## config.mk

```make
export PLATFORM = sky130hd
export DESIGN_NAME = spdif_tx
export DESIGN_NICKNAME = d
export VERILOG_FILES = /design/src/rtl/spdif_tx.sv
export SDC_FILE = /design/constraint.sdc
export NUM_CORES = 1
export LEC_CHECK = 0
export CAP_MARGIN = 0
export CORE_MARGIN = 2
export CORE_UTILIZATION = 30
export CTS_BUF_LIST = sky130_fd_sc_hd__clkbuf_2
export DETAILED_ROUTE_END_ITERATION = 8
export REMOVE_ABC_BUFFERS = 1
export SYNTH_ARGS = -nofsm -noshare
export SYNTH_HDL_FRONTEND = slang
export SYNTH_SLANG_ARGS = --single-unit
```

## constraint.sdc

```tcl
create_clock -name clk -period 6.14 [get_ports clk]
set_clock_uncertainty 0.2 [all_clocks]
set_input_delay 0.614 -clock clk [delete_from_list [all_inputs] [get_ports clk]]
set_output_delay 0.614 -clock clk [all_outputs]
set_load 0.02 [all_outputs]
```

## src/rtl/spdif_tx.sv

```systemverilog
module spdif_tx #(
  parameter int FRAMES = 192,
  parameter int WORD_W = 32
) (
  input  logic              clk,
  input  logic              rst_n,
  input  logic [1:0]        ratio_sel,
  input  logic [1:0]        width_sel,
  input  logic [FRAMES-1:0] chan_status,
  input  logic              wr_en,
  input  logic [WORD_W-1:0] wr_data,
  output logic              dma_req,
  output logic              spdif_out
);
  localparam int FCW   = $clog2(FRAMES);
  localparam int AUD_W = 24;
  localparam logic [7:0] PAT_BLK   = 8'b11101000;
  localparam logic [7:0] PAT_LEFT  = 8'b11100010;
  localparam logic [7:0] PAT_RIGHT = 8'b11100100;

  logic [1:0]        div_cnt, div_last;
  logic              tick, load, pop, push;
  logic [5:0]        pos;
  logic [4:0]        slot, aidx;
  logic              sub;
  logic [FCW-1:0]    frame;
  logic [WORD_W-1:0] mem [2];
  logic [WORD_W-1:0] rd_word;
  logic [1:0]        full;
  logic              wptr, rptr;
  logic [AUD_W-1:0]  aud, aligned;
  logic              vbit, pre_lvl, cs_bit, dbit;
  logic [7:0]        pat;

  assign div_last = (ratio_sel == 2'd0) ? 2'd1 : (ratio_sel == 2'd1) ? 2'd2 : 2'd3;
  assign tick     = div_cnt >= div_last;
  assign slot     = pos[5:1];
  assign aidx     = slot - 5'd4;
  assign load     = tick && (pos == 6'd0);
  assign pop      = load && full[rptr];
  assign push     = wr_en && !full[wptr];
  assign dma_req  = !(full[0] && full[1]);
  assign rd_word  = mem[rptr];
  assign cs_bit   = chan_status[frame];
  assign pat      = sub ? PAT_RIGHT : ((frame == '0) ? PAT_BLK : PAT_LEFT);

  always_comb begin
    case (width_sel)
      2'd0:    aligned = {rd_word[15:0], 8'h00};
      2'd1:    aligned = {rd_word[19:0], 4'h0};
      default: aligned = rd_word[AUD_W-1:0];
    endcase
  end

  always_comb begin
    case (slot)
      5'd28:   dbit = vbit;
      5'd29:   dbit = 1'b0;
      5'd30:   dbit = cs_bit;
      5'd31:   dbit = ^aud ^ vbit ^ cs_bit;
      default: dbit = (slot >= 5'd4) ? aud[aidx] : 1'b0;
    endcase
  end

  always_ff @(posedge clk or negedge rst_n) begin
    if (!rst_n) begin
      div_cnt <= '0;
      pos     <= '0;
      sub     <= 1'b0;
      frame   <= '0;
    end else if (tick) begin
      div_cnt <= '0;
      pos     <= pos + 6'd1;
      if (pos == 6'd63) begin
        sub <= ~sub;
        if (sub) frame <= (frame == FCW'(FRAMES - 1)) ? '0 : frame + 1'b1;
      end
    end else begin
      div_cnt <= div_cnt + 2'd1;
    end
  end

  always_ff @(posedge clk) begin
    if (push) mem[wptr] <= wr_data;
  end

  always_ff @(posedge clk or negedge rst_n) begin
    if (!rst_n) begin
      full <= '0;
      wptr <= 1'b0;
      rptr <= 1'b0;
    end else begin
      if (push) begin
        full[wptr] <= 1'b1;
        wptr       <= ~wptr;
      end
      if (pop) begin
        full[rptr] <= 1'b0;
        rptr       <= ~rptr;
      end
    end
  end

  always_ff @(posedge clk or negedge rst_n) begin
    if (!rst_n) begin
      aud  <= '0;
      vbit <= 1'b1;
    end else if (load) begin
      aud  <= pop ? aligned : '0;
      vbit <= !pop;
    end
  end

  always_ff @(posedge clk or negedge rst_n) begin
    if (!rst_n) begin
      spdif_out <= 1'b0;
      pre_lvl   <= 1'b0;
    end else if (tick) begin
      if (slot < 5'd4) begin
        if (pos == 6'd0) begin
          pre_lvl   <= spdif_out;
          spdif_out <= spdif_out ^ pat[7];
        end else begin
          spdif_out <= pre_lvl ^ pat[3'd7 - pos[2:0]];
        end
      end else if (!pos[0]) begin
        spdif_out <= ~spdif_out;
      end else begin
        spdif_out <= spdif_out ^ dbit;
      end
    end
  end
endmodule

```

==> out/qor.yml, run 1 <==
status: "complete, no violations"
setup_tns_ns: 0
wl_met3_um: 1530
start_util_pct: 30.6
portBuffers: 224
async_flop_share_pct: 50.0
ctsRootBufferMaster: "clkbuf_2"
max_freq_mhz: 250
netlist_top_cells_area: "edfxtp_1 22%, dfrtp_1 18%, mux4_2 18%, mux2i_1 5.3%, mux2_2 4.7%"
worst-r2r-setup-slack_ns: 2.13
vdd_ir_drop_max_mv: 0.261
wl_met2_um: 10200
switching_share_pct: 35.8
routed_wl_um: 20100
place.gp.congestion: 0.881
worstMarginPinSlew_ns: 1.19
finalCritPeriodShare_pct: 65.3
internal_power_uw: 1700
path_class: "flip-flop to flip-flop"
dpl.hpwl_um: 15500
worstPathRequired_ns: 6.46
ys.flop_type: "edfxtp_1"
pwr-share-clk_pct: 15.0
rsz0062_at_grt: "no"
slew_headroom_pct: 20.9
cts_sinks: 96
synth_most_common_cell: "nand2_1"
setup_viol: 0
p_per_area_nw_per_um2: 292
grt_max_degree: 49
finalHoldViolations: 0
firstDrtPassIters: 5
synthTopCellsByCount: "60 x nand2_1, 52 x mux4_2, 48 x edfxtp_1, 47 x dfrtp_1, 40 x nor2_1"
drv_slew: 0
cp_max_fo: 37
switchingPower_uw: 947
grt_pass1_vias: 5576
cp_cell_sequence: "buf_4 > mux4_2 > mux2i_1 > o22ai_1 > o2111ai_2 > o221ai_2 > nor3_2 > mux2i_1 > a22oi_2 > mux2_1"
crit_path_max_incr_delay_ns: 1.14
yosysTopAreaCell: "edfxtp_1"
synth-edff-count: 48
core.rowCount: 53
syn_area_um2: 6420
grt.overflow.total: 0
routed_via_density: 5.08
nets: 991
syn-instance-count: 546
die_w_um: 150
cp-start-kind: "flip-flop"
num_vias: 5240
fillers: 1978
min_path_type: "flip-flop to flip-flop"
grt_pass1_wl_um: 30600
clk_pin_slew_ns: 0.27
cp.arrival_ns: 4.33
power_frac_seq_pct: 38.8
final_util_pct: 43.1
drt-initial-drc-count: 262
synthToLayoutAreaGrowth_pct: 41.1
cts.repair.resized: 0
die_y_um: 150
crit_path_end_kind: "flip-flop"
h-tree-depth: 3
power.leakage_uw: 0.00338
postCtsSetupRepairBufs: 0
cts_buffers: 9
crit_path_frequent_cell: "mux2i_1"
postRouteAntennaNets: 0
wl_per_cell_um: 19.4
synth_area_per_cell_um2: 11.8
combPwrFrac_pct: 46.2
cts_tree: "yes"
max_cap_viol_count: 0
dieArea_um2: 22600
drt-met1-wl_um: 7650
yosysTopAreaCellShare_pct: 22.4
yosysSeqAreaShare_pct: 41.2
drive_gt1_share_pct: 15.2
period_minus_slack_ns: 4.01
clk_latency_ns: 0.61
top_layer_used: "met4"
crit_slowest_cell: "dfrtp_2"
ys_types: 57
design.portCount: 233
ys_warn_count: 0
clock_path_buffers: 2
drc: 0
antenna_found_initial: 1
core_area_um2: 21000
track_usage_pct: 17.7
synth-seq-cells: 96
kinds of logic after synthesis:
group	after synthesis	share of synthesized area (%)
xor+xnor	36	4.91
compound gates	103	10.6
simple gates	136	9.47
fa+ha+maj	9	1.75
mux	114	28.4
flops	96	41.2
buf+inv	52	3.66
per-stage QoR:
stage	power, uW	hold slack, ns	cell area (um2)	setup slack, ns	instances
6_report	2650	0.302	9060	2.13	1032
5_1_grt	2850	0.284	9060	1.83	1032
4_1_cts	2690	0.306	9060	2.06	1031
3_5_place_dp	2280	0.281	8890	2.08	1014
3_3_place_gp	2240	0.263	8890	2.14	1014
2_1_floorplan	1870	0.118	6240	1.69	507
power by group through the flow:
stage | sequential, uW | combinational (uW) | clock, uW
floorplan | 983 | 889 | 0
global placement | 1030 | 1200 | 0
detailed placement | 1050 | 1240 | 0
CTS | 1030 | 1240 | 409
global route | 1060 | 1350 | 442
finish | 1030 | 1220 | 396
path summary, 6_finish.rpt:
path / depth (start not counted) / end / start
max in group asynchronous: 2 / frame[0]$_DFFE_PN0P_ / rst_n
min reg2reg: 1 / div_cnt[0]$_DFF_PN0_ / div_cnt[0]$_DFF_PN0_
max reg2reg: 10 / spdif_out$_DFFE_PN0P_ / frame[0]$_DFFE_PN0P_
max: 10 / spdif_out$_DFFE_PN0P_ / frame[0]$_DFFE_PN0P_
min in group asynchronous: 2 / aud[17]$_DFFE_PN0P_ / rst_n
min: 1 / div_cnt[0]$_DFF_PN0_ / div_cnt[0]$_DFF_PN0_
final cells by class:
type                            instances  area (um2)  share of cell area (%)
Antenna cell                            1        2.50                  0.0276
Clock buffer                            9        45.0                   0.497
Clock inverter                          7         119                    1.31
Inverter                               13        48.8                   0.538
Multi-Input combinational cell        398        3550                    39.2
Sequential cell                        96        2650                    29.2
Tap cell                              275         344                    3.80
Timing Repair Buffer                  233        2310                    25.5
flip-flops by register name, summed over array words and instances, names as in the netlist:
| name | flops |
|---|---|
| aud | 24 |
| vbit | 1 |
| rptr | 1 |
| spdif_out | 1 |
| pos | 6 |
| div_cnt | 2 |
| pre_lvl | 1 |
| sub | 1 |
| full | 2 |
| wptr | 1 |
| frame | 8 |
| mem | 48 |
placed cells by master, fill, tap and decap left out, types with 5 or more instances in the layout:
master	netlist	routed
clkdlybuf4s50_1	0	223
nand2_1	60	60
mux4_2	52	52
edfxtp_1	48	48
dfrtp_1	47	46
nor2_1	40	39
mux2i_1	34	34
o21ai_0	29	29
xnor2_1	29	29
mux2_2	27	27
a21oi_1	22	22
inv_1	12	12
ha_1	9	9
clkbuf_2	0	9
buf_4	2	8
o21ai_1	7	7
xor2_1	7	7
nor3_1	6	6
a22oi_1	6	6
o22ai_1	6	6
nand2b_1	5	5
repair_timing:
| action | 4_1_cts | 5_1_grt |
|---|---|---|
| endpoints found under the hold margin | 46 | 0 |
| hold buffers | 1 | 0 |
| setup endpoints to repair | 0 | 0 |
worst max-delay path: cells and delay by family, from the launching register on:
| family | cells | cell delay [ns] |
|---|---|---|
| muxes | 4 | 1.35 |
| DFF | 1 | 1.14 |
| AOI/OAI and AO/OA | 4 | 0.56 |
| buffers and inverters | 1 | 0.41 |
| and+or+nand+nor | 1 | 0.26 |
per-layer routing:
layer / vias up / GRT usage [%]
met5: - / 0
met4: 0 / 6.93
met3: 33 / 3.82
met2: 213 / 32.6
met1: 2520 / 19.8
li1: 2474 / -
(Power assumes the default switching activity.)
==> run 2, diff against run 1 <==
==> constraint.sdc (replaced) <==
create_clock -name clk -period 3.25 [get_ports clk]
set_clock_uncertainty 0.2 [all_clocks]
set_input_delay 0.325 -clock clk [delete_from_list [all_inputs] [get_ports clk]]
set_output_delay 0.325 -clock clk [all_outputs]
set_load 0.02 [all_outputs]
==> run 2 against run 1 <==
Net effect:
- total power is 83% higher
- critical path depth unchanged
- first-iteration DRC count is 14% higher
- sequential share of layout area shrank 1.2 points
- register-to-register slack lost 2.0 ns
- maximum frequency rose by 28%
- worst hold slack lost 0.23 ns
- design area is 4.5% higher
- clock power rose by 39%
- wire length increased by 2.6%
- core utilization increased by 1.9 points
- sequential power increased by 80%
- critical endpoint unchanged
- largest power group unchanged
==> out/qor.yml, run 2 (synthesis results as in run 1) <==
status: "complete, no violations"
p_per_area_nw_per_um2: 510  # +75%
cp_max_fo: 13  # -65%
worstPathRequired_ns: 3.58  # -2.88 ns
r2r.worst_path.cells: 10  # unchanged
nets: 1029  # +3.8%
core_area_um2: 21000  # unchanged
regMostFlops: "mem"
top_layer_used: "met4"
crit_path_max_incr_delay_ns: 0.58  # -0.56 ns
slew_headroom_pct: 26.1  # +5.2 points
vdd_ir_drop_max_mv: 0.403  # +54%
dpl.hpwl_um: 15900  # +2.8%
cts_tree: "yes"
max_freq_mhz: 318  # +28%
cts_sinks: 96  # unchanged
finalHoldViolations: 0  # unchanged
ctsRootBufferMaster: "clkbuf_2"
dieArea_um2: 22600  # unchanged
routed_via_density: 5.06  # -0.40%
cts_buffers: 9  # unchanged
core.rowCount: 53  # unchanged
clk_pin_slew_ns: 0.29  # +0.02 ns
rsz0062_at_grt: "yes"
die_y_um: 150  # unchanged
combPwrFrac_pct: 50.4  # +4.2 points
num_vias: 5416  # +3.4%
clock_path_buffers: 2  # unchanged
largest_reg_flops: 48  # unchanged
synthToLayoutAreaGrowth_pct: 47.5
internal_power_uw: 3040  # +79%
grt_pass1_wl_um: 30900  # +0.83%
final_area_um2: 9470  # +4.5%
switchingPower_uw: 1790  # +89%
setup_viol: 0  # unchanged
antenna_found_initial: 2  # +1
power_frac_seq_pct: 38.2  # -0.6 points
min_path_type: "primary input to flip-flop"
worstMarginPinSlew_ns: 1.11  # -0.0774 ns
final_util_pct: 45.1  # +1.9 points
grt_pass1_vias: 5772  # +3.5%
pwr-share-clk_pct: 11.4  # -3.6 points
crit_path_end_kind: "flip-flop"
routed_wl_um: 20600  # +2.6%
max_cap_viol_count: 0  # unchanged
portBuffers: 224  # unchanged
switching_share_pct: 37.1  # +1.3 points
drv_slew: 0  # unchanged
hold_slack_ns: 0.0687  # -0.233 ns
drt-met1-wl_um: 7610  # -0.47%
layout_commonest_cell: "clkdlybuf4s50_1"
power.leakage_uw: 0.00358  # +6.0%
top_regs: "mem: 48 flops, aud: 24 flops, frame: 8 flops"
grt_max_degree: 49  # unchanged
period_minus_slack_ns: 3.14  # -0.864 ns
path_class: "flip-flop to flip-flop"
finalCritPeriodShare_pct: 96.7  # +31 points
wl_met2_um: 10800  # +5.6%
h-tree-depth: 3  # unchanged
grt.overflow.total: 0  # unchanged
final_cell_mix: "223 x clkdlybuf4s50_1, 60 x nand2_1, 52 x mux4_2, 48 x edfxtp_1, 45 x dfrtp_1"
setup_tns_ns: 0  # unchanged
hold_depth: 1  # unchanged
track_usage_pct: 17.7  # -0.034 points
place.gp.congestion: 0.901  # +2.3%
crit_slowest_cell: "dfrtp_2"
postRouteAntennaNets: 0  # unchanged
design.portCount: 233  # unchanged
drive_gt1_share_pct: 18.6  # +3.4 points
firstDrtPassIters: 5  # unchanged
wl_per_cell_um: 19.2  # -1.2%
placed_cell_area_um2: 9040  # +1.7%
clk_latency_ns: 0.60  # about the same
drt-initial-drc-count: 299  # +14%
cp_cell_sequence: "buf_6 > clkbuf_16 > mux4_2 > mux2_2 > o21ai_0 > a211oi_1 > nor3_4 > mux2i_1 > a22oi_2 > mux2_1"
cp.arrival_ns: 3.48  # -0.85 ns
start_util_pct: 30.6  # unchanged
cp-start-kind: "flip-flop"
drc: 0  # unchanged
die_w_um: 150  # unchanged
wl_met3_um: 1520  # -0.46%
==> run 2: changes by cell type in the layout (fill, tap and decap cells not counted), moves of 2 or more <==
cell	change
buf_12	+4
buf_4	+18
bufinv_16	-3
clkbuf_16	+3
dlygate4sd3_1	+12
inv_8	+3
mux2i_1	-2
==> run 2: layout make-up <==
cell class	instances	area, um2
fillers	1919	11500
multi-input cells	398	3590
repair buffers	271	2730
flip-flops and latches	96	2650
well taps	275	344
clock inverters	7	62.6
inverters	13	48.8
clock buffers	9	45.0
diodes	2	5.00
==> run 2: timing repair <==
| item | in CTS | in global routing |
|---|---|---|
| hold buffers | 9 | 4 |
| setup buffers | 0 | 9 |
| hold endpoints to repair | 63 | 7 |
| setup endpoints to repair | 0 | 1 |
| gates resized for setup | 0 | 10 |
==> run 2: routing by layer <==
layer  vias up  GRT usage, %
li1       2551             -
met2       187          33.0
met3        35          5.00
met4         0          7.03
met1      2643          18.5
met5         -             0
==> run 2: final timing paths <==
| path | from | end | slack (ns) |
|---|---|---|---|
| worst min-delay path | wr_data[19] | mem[0][19]$_DFFE_PP_ | 0.07 |
| worst max register to register | frame[0]$_DFFE_PN0P_ | spdif_out$_DFFE_PN0P_ | 0.11 |
| worst max-delay path | frame[0]$_DFFE_PN0P_ | spdif_out$_DFFE_PN0P_ | 0.11 |
| max in group asynchronous | rst_n | frame[1]$_DFFE_PN0P_ | 1.87 |
| worst min register to register | div_cnt[0]$_DFF_PN0_ | div_cnt[0]$_DFF_PN0_ | 0.30 |
| min in group asynchronous | rst_n | aud[18]$_DFFE_PN0P_ | 0.22 |
==> run 2: power groups by stage <==
stage / Combinational [uW] / Sequential [uW] / Clock (uW)
after floorplan: 1680 / 1860 / 0
after global placement: 2420 / 1860 / 0
after detailed placement: 2470 / 1880 / 0
after CTS: 2490 / 1850 / 585
after global routing: 2690 / 1900 / 629
final: 2440 / 1850 / 551
==> run 2: metrics by stage <==
stage,std cells,total power [uW],setup slack [ns]
after global placement,1028,4280,0.0395
after floorplan,507,3540,-1.20
after global routing,1071,5220,-0.0239
after detailed placement,1028,4350,0.0147
final,1071,4840,0.108
after CTS,1053,4920,0.0573
==> run 2: worst max-delay path, delay by kind of cell, from the launching register on <==
kind | cells | cell delay (ns)
DFF | 1 | 0.58
and+or+nand+nor | 1 | 0.24
buffers and inverters | 2 | 0.33
AOI/OAI and AO/OA | 3 | 0.39
muxes | 4 | 1.34
==> run 3, diff against run 2 <==
--- a/config.mk
+++ b/config.mk
@@ -7,9 +7,10 @@
 export LEC_CHECK = 0
 export CAP_MARGIN = 0
 export CORE_MARGIN = 2
-export CORE_UTILIZATION = 30
+export CORE_UTILIZATION = 42
 export CTS_BUF_LIST = sky130_fd_sc_hd__clkbuf_2
 export DETAILED_ROUTE_END_ITERATION = 8
+export PLACE_DENSITY = 0.79
 export REMOVE_ABC_BUFFERS = 1
 export SYNTH_ARGS = -nofsm -noshare
 export SYNTH_HDL_FRONTEND = slang
==> run 3 against run 2 <==
Net effect:
- via count is 2.3% higher
- global-route usage is 5.3 points higher
- worst hold slack better by 0.026 ns
- non-clock buffer count is 10 lower
- clock power is 1% lower
- wire length is 7.9% lower
- design area is 2.6% lower
- core utilization is 16 points higher
- critical path depth is 2 higher
- sequential power hardly changed
- sequential cell count stayed put
- largest power group unchanged
==> out/qor.yml, run 3 (synthesis results as in run 1) <==
switchingPower_uw: 1770  # -1.4%
vdd_ir_drop_max_mv: 0.441  # +9.5%
hold_slack_ns: 0.0948  # +0.0261 ns
critPathLaunch: "frame[0]$_DFFE_PN0P_"
combPwrFrac_pct: 50.1  # -0.3 points
power_frac_seq_pct: 38.6  # +0.4 points
drc: 0  # unchanged
cp_max_fo: 6  # -7
crit_slowest_cell: "dfrtp_2"
r2r_start: "frame[0]$_DFFE_PN0P_"
cp_num_cells: 12  # +2
worstPathRequired_ns: 3.53  # -0.05 ns
start_util_pct: 42.6  # +12 points
layout_commonest_cell: "clkdlybuf4s50_1"
worstMarginPinSlew_ns: 1.07  # -0.0377 ns
grt_max_degree: 49  # unchanged
dpl.hpwl_um: 14700  # -7.8%
max_freq_mhz: 311  # -2.3%
dieArea_um2: 16300  # -28%
finalHoldViolations: 0  # unchanged
instances_no_fill: 973  # -9.2%
top_regs: "mem: 48 flops, aud: 24 flops, frame: 8 flops"
grt.overflow.total: 0  # unchanged
r2r.worst_path.cells: 12  # +2
crit_path_end_kind: "flip-flop"
firstDrtPassIters: 5  # unchanged
period_minus_slack_ns: 3.22  # +0.0741 ns
core.rowCount: 45  # -15%
switching_share_pct: 36.6  # -0.45 points
largest_reg_flops: 48  # unchanged
cp.arrival_ns: 3.49  # about the same
worst-r2r-setup-slack_ns: 0.03  # -0.07 ns
p_total_uw: 4820  # -0.22%
power.leakage_uw: 0.00353  # -1.3%
routed_via_density: 5.69  # +13%
clk_pin_slew_ns: 0.28  # about the same
final_cell_mix: "223 x clkdlybuf4s50_1, 60 x nand2_1, 52 x mux4_2, 48 x edfxtp_1, 46 x dfrtp_1"
dpl.cell_count: 939  # -8.7%
clk_latency_ns: 0.57  # -0.03 ns
pwr-share-clk_pct: 11.3  # about the same
cts_buffers: 9  # unchanged
grt_pass1_wl_um: 29300  # -5.2%
postRouteAntennaNets: 0  # unchanged
die_w_um: 128  # -15%
design.portCount: 233  # unchanged
track_usage_pct: 22.9  # +5.3 points
r2r-end: "spdif_out$_DFFE_PN0P_"
worst_slack_ns: 0.0340  # -0.0741 ns
drt-initial-drc-count: 405  # +35%
num_vias: 5540  # +2.3%
clock_path_buffers: 2  # unchanged
setup_viol: 0  # unchanged
cp_cell_sequence: "buf_6 > clkbuf_16 > buf_4 > mux4_2 > mux2i_1 > mux2i_1 > o22ai_1 > o22ai_1 > nor3_2 > mux2i_1 > a22oi_2 > mux2_4"
portBuffers: 224  # unchanged
crit_end: "spdif_out$_DFFE_PN0P_"
path_class: "flip-flop to flip-flop"
drv_slew: 0  # unchanged
cp-start-kind: "flip-flop"
rsz0062_at_grt: "yes"
max_cap_viol_count: 0  # unchanged
die_y_um: 128  # -15%
internal_power_uw: 3060  # +0.50%
final_area_um2: 9230  # -2.6%
crit_path_max_incr_delay_ns: 0.51  # -0.07 ns
slew_headroom_pct: 28.6  # +2.5 points
regMostFlops: "mem"
finalCritPeriodShare_pct: 99.0  # +2.3 points
h-tree-depth: 3  # unchanged
cts_sinks: 96  # unchanged
ctsRootBufferMaster: "clkbuf_2"
min_path_type: "primary input to flip-flop"
wl_per_cell_um: 19.5  # +1.4%
crit_family: "multiplexers"
crit_buf_inv: 3  # +1
drive_gt1_share_pct: 19.0  # +0.37 points
status: "complete, no violations"
place.gp.congestion: 0.920  # +2.0%
placed_cell_area_um2: 8930  # -1.2%
core_area_um2: 15100  # -28%
cts_tree: "yes"
nets: 1019  # -0.97%
p_per_area_nw_per_um2: 523  # +2.4%
place_ws_ns: -0.00223  # -0.0169 ns
grt_pass1_vias: 5644  # -2.2%
antenna_found_initial: 1  # -1
synthToLayoutAreaGrowth_pct: 43.7
routed_wl_um: 18900  # -7.9%
crit_path_frequent_cell: "mux2i_1"
==> run 3: cell types whose count changed in the layout (fill, tap and decap cells not counted), moves of 2 or more <==
cell,previous run,this run
dlygate4sd3_1,13,1
clkinv_4,0,3
buf_6,1,3
clkbuf_16,3,1
clkinvlp_4,2,0
inv_8,3,1
==> run 3: how the worst min path moves through the flow <==
stage	from	endpoint	slack, ns	cells after the start
after detailed placement	div_cnt[0]$_DFF_PN0_	div_cnt[0]$_DFF_PN0_	0.28	1
after global routing	wr_data[14]	mem[0][14]$_DFFE_PP_	0.01	1
after CTS	wr_data[6]	mem[1][6]$_DFFE_PP_	0.06	1
after global placement	div_cnt[0]$_DFF_PN0_	div_cnt[0]$_DFF_PN0_	0.26	1
after floorplan	rst_n	aud[0]$_DFFE_PN0P_	-0.17	0
final	wr_data[6]	mem[1][6]$_DFFE_PP_	0.09	1
==> run 3: stage by stage <==
step            TNS, ns  utilization, %
2_1_floorplan     -1.20               -
3_3_place_gp          0            59.2
3_5_place_dp   -0.00223            59.2
4_1_cts               0            60.2
5_1_grt          -0.115            61.1
6_report              0            61.1
==> run 3: power by group through the flow <==
stage	Sequential, uW	Clock (uW)	Combinational, uW
global placement	1870	0	2350
finish	1860	545	2420
global route	1910	613	2670
detailed placement	1890	0	2400
CTS	1860	565	2410
floorplan	1860	0	1680
==> run 3: layout make-up <==
type	instances	area [um2]
Fill cell	1224	5860
Multi-Input combinational cell	398	3570
Sequential cell	96	2650
Timing Repair Buffer	261	2610
Tap cell	188	235
Clock inverter	6	62.6
Clock buffer	10	50.0
Inverter	13	48.8
Antenna cell	1	2.50
==> run 3: layer usage <==
layer / vias to the layer above / global-route usage [%] / routed length, um
met5: - / 0 / 0
met4: 0 / 6.79 / 466
met3: 42 / 5.13 / 1360
met2: 229 / 41.4 / 9640
met1: 2731 / 27.5 / 7480
li1: 2538 / - / -
==> run 3: repair_timing <==
action                                  CTS  global route
resized for setup                         0            10
pin swaps                                 0             9
hold endpoints to repair                 47             0
endpoints found under the setup margin    1             1
setup buffers                             0            15
hold buffers                              1             0
gates cloned                              1             1
